## config.mk

```make
export PLATFORM = sky130hd
export DESIGN_NAME = pit_channel
export DESIGN_NICKNAME = d
export VERILOG_FILES = /design/src/rtl/pit_pkg.sv /design/src/rtl/pit_prescaler.sv /design/src/rtl/pit_ctrl.sv /design/src/rtl/pit_datapath.sv /design/src/rtl/pit_channel.sv
export SDC_FILE = /design/constraint.sdc
export NUM_CORES = 1
export LEC_CHECK = 0
export ABC_CLOCK_PERIOD_IN_PS = 7650
export BUFFER_PORTS_ARGS = -buffer_cell sky130_fd_sc_hd__buf_4
export CORE_MARGIN = 2
export CORE_UTILIZATION = 62
export CTS_BUF_LIST = sky130_fd_sc_hd__clkbuf_4 sky130_fd_sc_hd__clkbuf_8 sky130_fd_sc_hd__clkbuf_16
export CTS_CLUSTER_SIZE = 24
export DETAILED_ROUTE_END_ITERATION = 6
export GPL_TIMING_DRIVEN = 0
export HOLD_SLACK_MARGIN = 0.1
export MAX_ROUTING_LAYER = met4
export PLACE_DENSITY = 0.88
export SLEW_MARGIN = 40
export SYNTH_ARGS = -nofsm -noshare
export SYNTH_HDL_FRONTEND = slang
export SYNTH_SLANG_ARGS = --single-unit
```

## constraint.sdc

```tcl
create_clock -name clk -period 7.65 [get_ports clk]
set_input_delay 0.3825 -clock clk [delete_from_list [all_inputs] [get_ports clk]]
set_output_delay 0.3825 -clock clk [all_outputs]
set_load 0.1 [all_outputs]
```

## src/rtl/pit_pkg.sv

```systemverilog
package pit_pkg;
  localparam int COUNT_W = 16;
  localparam int BYTE_W  = 8;

  // strobes from the write front end to the counting datapath
  typedef struct packed {
    logic               stop;      // accepted command byte: halt and rearm
    logic               loadFull;  // high byte written: divisor complete
    logic [COUNT_W-1:0] divisor;   // assembled divisor, valid with loadFull
  } pitStrobe_t;
endpackage

```

## src/rtl/pit_prescaler.sv

```systemverilog
module pit_prescaler #(
  parameter int PRESCALE = 4
) (
  input  logic clk,
  input  logic rstN,
  output logic tick
);
  localparam int PW = (PRESCALE > 1) ? $clog2(PRESCALE) : 1;

  generate
    if (PRESCALE == 1) begin : g_direct
      assign tick = 1'b1;
    end else begin : g_count
      logic [PW-1:0] phase;
      localparam logic [PW-1:0] LAST = PW'(PRESCALE - 1);

      always_ff @(posedge clk) begin
        if (!rstN)             phase <= '0;
        else if (phase == LAST) phase <= '0;
        else                   phase <= phase + 1'b1;
      end

      assign tick = (phase == LAST);

      // ticks never fall on consecutive system clocks when dividing
      a_r8_tick_gap: assert property (@(posedge clk) disable iff (!rstN)
        tick |=> !tick);
    end
  endgenerate
endmodule

```

## src/rtl/pit_ctrl.sv

```systemverilog
module pit_ctrl
  import pit_pkg::*;
#(
  parameter int CHANNEL_ID = 0
) (
  input  logic              clk,
  input  logic              rstN,
  input  logic              ctrlWe,
  input  logic [BYTE_W-1:0] ctrlByte,
  input  logic              dataWe,
  input  logic [BYTE_W-1:0] dataByte,
  output pitStrobe_t        stb
);
  logic [1:0] selField;
  logic [1:0] accField;
  logic [2:0] modeField;
  logic       bcdBit;
  logic       wordOk;

  logic              cfgValid;
  logic              expectHigh;
  logic [BYTE_W-1:0] lowByte;

  assign selField  = ctrlByte[7:6];
  assign accField  = ctrlByte[5:4];
  assign modeField = ctrlByte[3:1];
  assign bcdBit    = ctrlByte[0];

  // only periodic mode, two-byte load, binary, own channel
  assign wordOk = ctrlWe
               && (selField == 2'(CHANNEL_ID))
               && (accField == 2'b11)
               && (modeField[1:0] == 2'b10)
               && !bcdBit;

  always_ff @(posedge clk) begin
    if (!rstN) begin
      cfgValid   <= 1'b0;
      expectHigh <= 1'b0;
      lowByte    <= '0;
    end else if (wordOk) begin
      cfgValid   <= 1'b1;
      expectHigh <= 1'b0;
    end else if (dataWe && cfgValid) begin
      if (!expectHigh) begin
        lowByte    <= dataByte;
        expectHigh <= 1'b1;
      end else begin
        expectHigh <= 1'b0;
      end
    end
  end

  assign stb.stop     = wordOk;
  assign stb.loadFull = !wordOk && dataWe && cfgValid && expectHigh;
  assign stb.divisor  = {dataByte, lowByte};

  // a rejected command byte leaves the byte sequencing untouched
  a_r2_reject_stable: assert property (@(posedge clk) disable iff (!rstN)
    (ctrlWe && !wordOk && !dataWe) |=> ($stable(cfgValid) && $stable(expectHigh)));

  // without an accepted command byte no divisor is ever completed
  a_r1_no_load_unarmed: assert property (@(posedge clk) disable iff (!rstN)
    !cfgValid |-> !stb.loadFull);
endmodule

```

## src/rtl/pit_datapath.sv

```systemverilog
module pit_datapath
  import pit_pkg::*;
(
  input  logic       clk,
  input  logic       rstN,
  input  logic       tick,
  input  pitStrobe_t stb,
  output logic       timerOut
);
  logic [COUNT_W-1:0] count;
  logic [COUNT_W-1:0] divisorReg;
  logic               pending;
  logic               running;
  logic               atOne;

  assign atOne = (count == COUNT_W'(1));

  always_ff @(posedge clk) begin
    if (!rstN) begin
      count      <= '0;
      divisorReg <= '0;
      pending    <= 1'b0;
      running    <= 1'b0;
    end else if (stb.stop) begin
      running <= 1'b0;
      pending <= 1'b0;
    end else begin
      if (tick && pending) begin
        count   <= divisorReg;
        running <= 1'b1;
        pending <= 1'b0;
      end else if (tick && running) begin
        // zero wraps to all ones, giving a full 65536-tick period
        count <= atOne ? divisorReg : count - 1'b1;
      end
      if (stb.loadFull) begin
        divisorReg <= stb.divisor;
        pending    <= 1'b1;
      end
    end
  end

  assign timerOut = !(running && atOne);

  // an accepted command byte halts counting and releases the output
  a_r3_stop_quiet: assert property (@(posedge clk) disable iff (!rstN)
    stb.stop |=> (timerOut && !running));

  // the first tick after completion loads the divisor
  a_r4_start_load: assert property (@(posedge clk) disable iff (!rstN)
    (tick && pending && !stb.stop) |=> (running && count == $past(divisorReg)));

  // between terminal counts the value steps down by one per tick
  a_r5_step_down: assert property (@(posedge clk) disable iff (!rstN)
    (tick && running && !pending && !stb.stop && !atOne) |=> (count == $past(count) - 1'b1));

  // terminal count reloads the held divisor
  a_r6_reload: assert property (@(posedge clk) disable iff (!rstN)
    (tick && running && !pending && !stb.stop && atOne) |=> (count == $past(divisorReg)));

  // a low output is held until a tick arrives
  a_r8_low_hold: assert property (@(posedge clk) disable iff (!rstN)
    (!timerOut && !tick && !stb.stop && !stb.loadFull) |=> !timerOut);
endmodule

```

## src/rtl/pit_channel.sv

```systemverilog
module pit_channel
  import pit_pkg::*;
#(
  parameter int CHANNEL_ID = 0,
  parameter int PRESCALE   = 4
) (
  input  logic       clk,
  input  logic       rstN,
  input  logic       ctrlWe,
  input  logic [7:0] ctrlByte,
  input  logic       dataWe,
  input  logic [7:0] dataByte,
  output logic       timerOut
);
  logic       tick;
  pitStrobe_t stb;

  pit_prescaler #(.PRESCALE(PRESCALE)) prescaler_i (
    .clk  (clk),
    .rstN (rstN),
    .tick (tick)
  );

  pit_ctrl #(.CHANNEL_ID(CHANNEL_ID)) ctrl_i (
    .clk      (clk),
    .rstN     (rstN),
    .ctrlWe   (ctrlWe),
    .ctrlByte (ctrlByte),
    .dataWe   (dataWe),
    .dataByte (dataByte),
    .stb      (stb)
  );

  pit_datapath datapath_i (
    .clk      (clk),
    .rstN     (rstN),
    .tick     (tick),
    .stb      (stb),
    .timerOut (timerOut)
  );
endmodule

```

Yosys cells after proc, flatten, opt, wreduce, memory -nomap -nowiden
Index checks and enable logic that the tools add are counted.
{ "classes": {"add_sub_neg": 2, "n_mul": 0, "n_div": 0, "n_lt_le_gt_ge": 0, "eq_ne": 4, "n_shift": 0, "mux": 6, "bitwise": 3, "reduce_logical": 22} }
{ "ops": {"columns": ["operator", "count"], "rows": [
  ["2-to-1 mux 16 bit", 3],
  ["== test 16 x 1 -> 1 bit (second input constant)", 1],
  ["subtractor 16 x 1 -> 16 bit (second input constant)", 1],
  ["logical AND 1 bit", 11],
  ["== test 2 bit (second input constant)", 3],
  ["AND reduction 2 bit", 2],
  ["nonzero test 2 bit", 2],
  ["OR reduction 2 bit", 2],
  ["zero test 1 bit", 3],
  ["2-to-1 mux 1 bit", 3],
  ["inverter 1 bit", 3],
  ["AND reduction 3 bit", 1],
  ["adder 2 x 1 -> 2 bit (second input constant)", 1],
  ["zero test 2 bit", 1]
]} }
{ "word_totals": {"ff_bits": 46, "latchBits": 0, "mem_bits_rw": 0, "romBits": 0, "inputBits": 20, "output_inout_bits": 1, "elab_cells": 45, "memories": 0} }

Longest topological paths before layout
{ "logic_depth": {"depth_word": 10, "mapped_depth": 10, "ltp_nobuf": 7} }

Cells and area by module
From an unflattened synthesis, not the netlist that was laid out.
{ "hier_totals": {"cells_unflattened": 282, "area_unflattened_um2": 2308.5} }
{ "by_module_without_submodules": {"columns": ["module", "instances", "cells_each", "area_per_inst_um2", "seq_area_each_um2"], "rows": [
  ["pit_datapath", 1, 222, 1725.4, 680.7],
  ["pit_ctrl", 1, 55, 509.2, 200.2],
  ["pit_prescaler", 1, 5, 73.8, 40.0]
]} }

Worst setup path after synthesis
Ideal clock, no wire load.
{ "synth_timing": {"path_kind": "register to output", "start": "register datapath_i.count[0]", "end": "output port timerOut", "arrival_ps": 2375, "required_time_ps": 7267, "slack_ps": 4893, "stages_incl_launch_ff": 5, "path_buffers": 0, "cell_sequence": "dfxtp_1 > ha_1 > or4b_2 > nor4_1 > nand4b_1"} }
{ "synth_between": {"elab_chain_len": 3} }
{ "synth_rtl": {"columns": ["element", "line_no", "text"], "rows": [
  ["from (decl)", "pit_datapath.sv:10", "logic [COUNT_W-1:0] count;"],
  ["from (signal assigned)", "pit_datapath.sv:29", "count <= divisorReg;"],
  ["from (signal assigned)", "pit_datapath.sv:34", "count <= atOne ? divisorReg : count - 1'b1;"],
  ["== test 16 x 1 -> 1 bit", "pit_datapath.sv:16", "assign atOne = (count == COUNT_W'(1));"],
  ["logical AND 1 bit", "pit_datapath.sv:43", "assign timerOut = !(running && atOne);"],
  ["zero test 1 bit", "pit_datapath.sv:43", null],
  ["to (decl)", "pit_channel.sv:13", "output logic timerOut"]
]} }
No other way between the ends.

Worst setup path in the final report
Ends and elaborated chain as after synthesis.

==> impl_metrics.json <==
{
  "yosys-top-cells-count": "nand2_1, dfxtp_1, a21oi_1",
  "setup_viol": 0,
  "grt_antenna_before_repair": 0,
  "max_slew_margin": 0.466,
  "ys_seq_area_frac": 0.431,
  "portBuffers": 19,
  "synth.most_common_cell": "nand2_1",
  "fin_skew_ns": 0.0127,
  "power.density_mw_per_mm2": 155,
  "grt_pass1_wl_mm": 8.20,
  "cts_sinks": 46,
  "antenna_cells": 0,
  "slew_viol_final": 0,
  "core-area_mm2": 0.00331,
  "syn_inst": 260,
  "hold_ws_ns": 0.259,
  "start_util": 0.645,
  "synthToLayoutAreaGrowth_pct": 12.1,
  "async_reset_ff_frac": 0,
  "post_drt_wl_per_cell_um": 14.6,
  "via_per_inst": 5.91,
  "track_usage": 0.272,
  "yosys_warnings": 0,
  "io_pins": 21,
  "die_w_um": 62.7,
  "yosys.area.top_type": "dfxtp_1",
  "worstMarginPinSlew_ns": 0.797,
  "gp_congestion": 0.921,
  "slowest_delay_ns": 0.59,
  "dr.pass1.iters": 7,
  "period_minus_slack_ns": 2.84,
  "cp_slowest_cell": "or4b_2",
  "tns_ns": 0,
  "ant_nets": 0,
  "worstSetupEndpointType": "primary output",
  "cellLeakagePower_nw": 0.989,
  "num_rows": 21,
  "grt_overflow": 0,
  "status": "finished clean",
  "hpwl_mm": 3.54,
  "cts_tree": "yes",
  "crit_path_max_fanout": 5,
  "drive_above_1_share": 0.140,
  "synthFlopType": "dfxtp_1",
  "synth_seq_cells": 46,
  "crit_path_start_kind": "register",
  "synth_cell_types": 42,
  "required_ns": 7.27,
  "drcViolationCount": 0,
  "synth.avg_cell_area_um2": 8.21,
  "wirelength_mm": 4.86,
  "arrival_ns": 2.46,
  "cts.repair.resized": 0,
  "die_y_um": 62.7,
  "grt_max_degree": 15,
  "cpLargestDelayFamily": "simple AND/OR/NAND/NOR gates",
  "synth_top_area_share": 0.431,
  "fp.dieArea_mm2": 0.00393,
  "nets": 309,
  "hold_path_class": "in -> reg",
  "rsz0062_at_grt": "false",
  "cts_buffer_depth": 2,
  "drv_cap": 0,
  "max_freq_mhz": 352,
  "cts_root_buf": "clkbuf_4",
  "numCtsBuffers": 5,
  "nFillCells": 269,
  "clock_latency_ns": 0.36,
  "ys_top_cells_by_area": "dfxtp_1, nand2_1, a21oi_1",
  "fin_crit_sh": 0.371,
  "path_class": "reg -> out",
  "htreeDepth": 2,
  "synth_area_mm2": 0.00213,
  "syn-num-nets": 283,
  "cts.reportedPaths.clkPinSlew_ns": 0.13,
  "grt_pass1_vias": 1811,
  "peakVddDrop_v": 0.000129,
  "first_iter_violations": 133,
  "crit_buf_inv": 1,
  "postCtsSetupBuffers": 0,
  "num_vias": 1963,
  "crit_chain": "ha_1, or4b_2, nor4_1, nand4b_1, buf_4",
  "hold_viol": 0,
  "synth_edf_count": 0,
  "hold_buffers": 0
}
-- kinds of logic after synthesis --
group / synth area share
AOI/OAI and AO/OA: 0.166
and+or+nand+nor: 0.271
buffers and inverters: 0.0445
xor gates and xnor gates: 0.00410
adders and majority gates: 0.0176
DFF: 0.431
muxes: 0.0656
-- cell type report --
| cell class | count | area (um2) | share of cell area |
|---|---|---|---|
| multi-input combinational | 195 | 1120 | 0.470 |
| sequential | 46 | 921 | 0.385 |
| timing repair buffer | 19 | 143 | 0.0596 |
| buffer | 14 | 76.3 | 0.0319 |
| tap | 46 | 57.6 | 0.0240 |
| clock buffer | 5 | 37.5 | 0.0157 |
| inverter | 5 | 18.8 | 0.00784 |
| clock inverter | 2 | 15.0 | 0.00627 |
-- worst paths after layout --
path	start	endpoint	slack, ns	depth (start not counted)
worst max-delay path	datapath_i.count[0]$_SDFFE_PN0P_	timerOut	4.81	5
worst min-delay path	dataByte[6]	ctrl_i.lowByte[6]$_SDFFE_PN0P_	0.26	3
worst max register to register	datapath_i.count[0]$_SDFFE_PN0P_	datapath_i.count[3]$_SDFFE_PN0P_	5.03	9
worst min register to register	prescaler_i.g_count.phase[0]$_SDFF_PP0_	prescaler_i.g_count.phase[0]$_SDFF_PP0_	0.45	1
-- per-stage QoR --
step           setup WS (ns)   util  power [W]  cells  instance area, um2
4_1_cts                 4.84  0.723   0.000372    332                2390
5_1_grt                 4.71  0.723   0.000384    332                2390
3_5_place_dp            5.06  0.707   0.000263    325                2340
2_1_floorplan           4.89      -   0.000252    260                2130
3_3_place_gp            5.10  0.705   0.000263    325                2330
6_report                4.81  0.723   0.000371    332                2390
-- report_power, final --
| part | leakage [nW] | switching, W | internal (W) |
|---|---|---|---|
| clock | 0.0233 | 0.0000791 | 0.0000340 |
| combinational | 0.595 | 0.00000788 | 0.00000821 |
| sequential | 0.371 | 0.000000693 | 0.000241 |
| total | 0.989 | 0.0000877 | 0.000283 |
-- worst register-to-register path, cell delays in order (launching register included) --
cell	delay, ns
dfxtp_1	0.44
ha_1	0.18
or4b_2	0.58
or4_4	0.49
buf_6	0.14
and2_4	0.15
buf_6	0.14
buf_6	0.15
a21oi_1	0.13
o22ai_1	0.09
-- layout by cell type (no fill, tap or decap), drive strengths merged, types with 2 or more instances in the layout --
cell	synthesis	routed
dfxtp	46	46
inv	5	5
nor3b	2	2
a32oi	3	3
nor4	6	6
mux2i	14	14
a31oi	3	3
nand4	2	2
or4	3	3
o21ai	7	7
buf	4	23
nand2	50	50
o22ai	10	10
and2	3	3
clkbuf	10	15
nor2	23	23
nand3	8	8
clkinvlp	0	2
or4b	2	2
ha	3	3
a21oi	29	29
or3	6	6
a221oi	2	2
nor3	4	4
nand2b	3	3
-- per-layer routing --
metal / share of wire / global-route usage / up-vias
met5: 0 / - / -
met4: 0.017 / 0.128 / 0
met3: 0.063 / 0.0631 / 12
met2: 0.47 / 0.435 / 62
met1: 0.45 / 0.325 / 907
li1: - / - / 982
-- sequential cells by signal (all words and copies together), names as in the netlist --
| signal | cells |
|---|---|
| datapath_i.count | 16 |
| datapath_i.divisorReg | 16 |
| ctrl_i.lowByte | 8 |
| prescaler_i.g_count.phase | 2 |
| ctrl_i.cfgValid | 1 |
| ctrl_i.expectHigh | 1 |
| datapath_i.pending | 1 |
| datapath_i.running | 1 |
No activity file was read; power rests on OpenSTA's default activity.
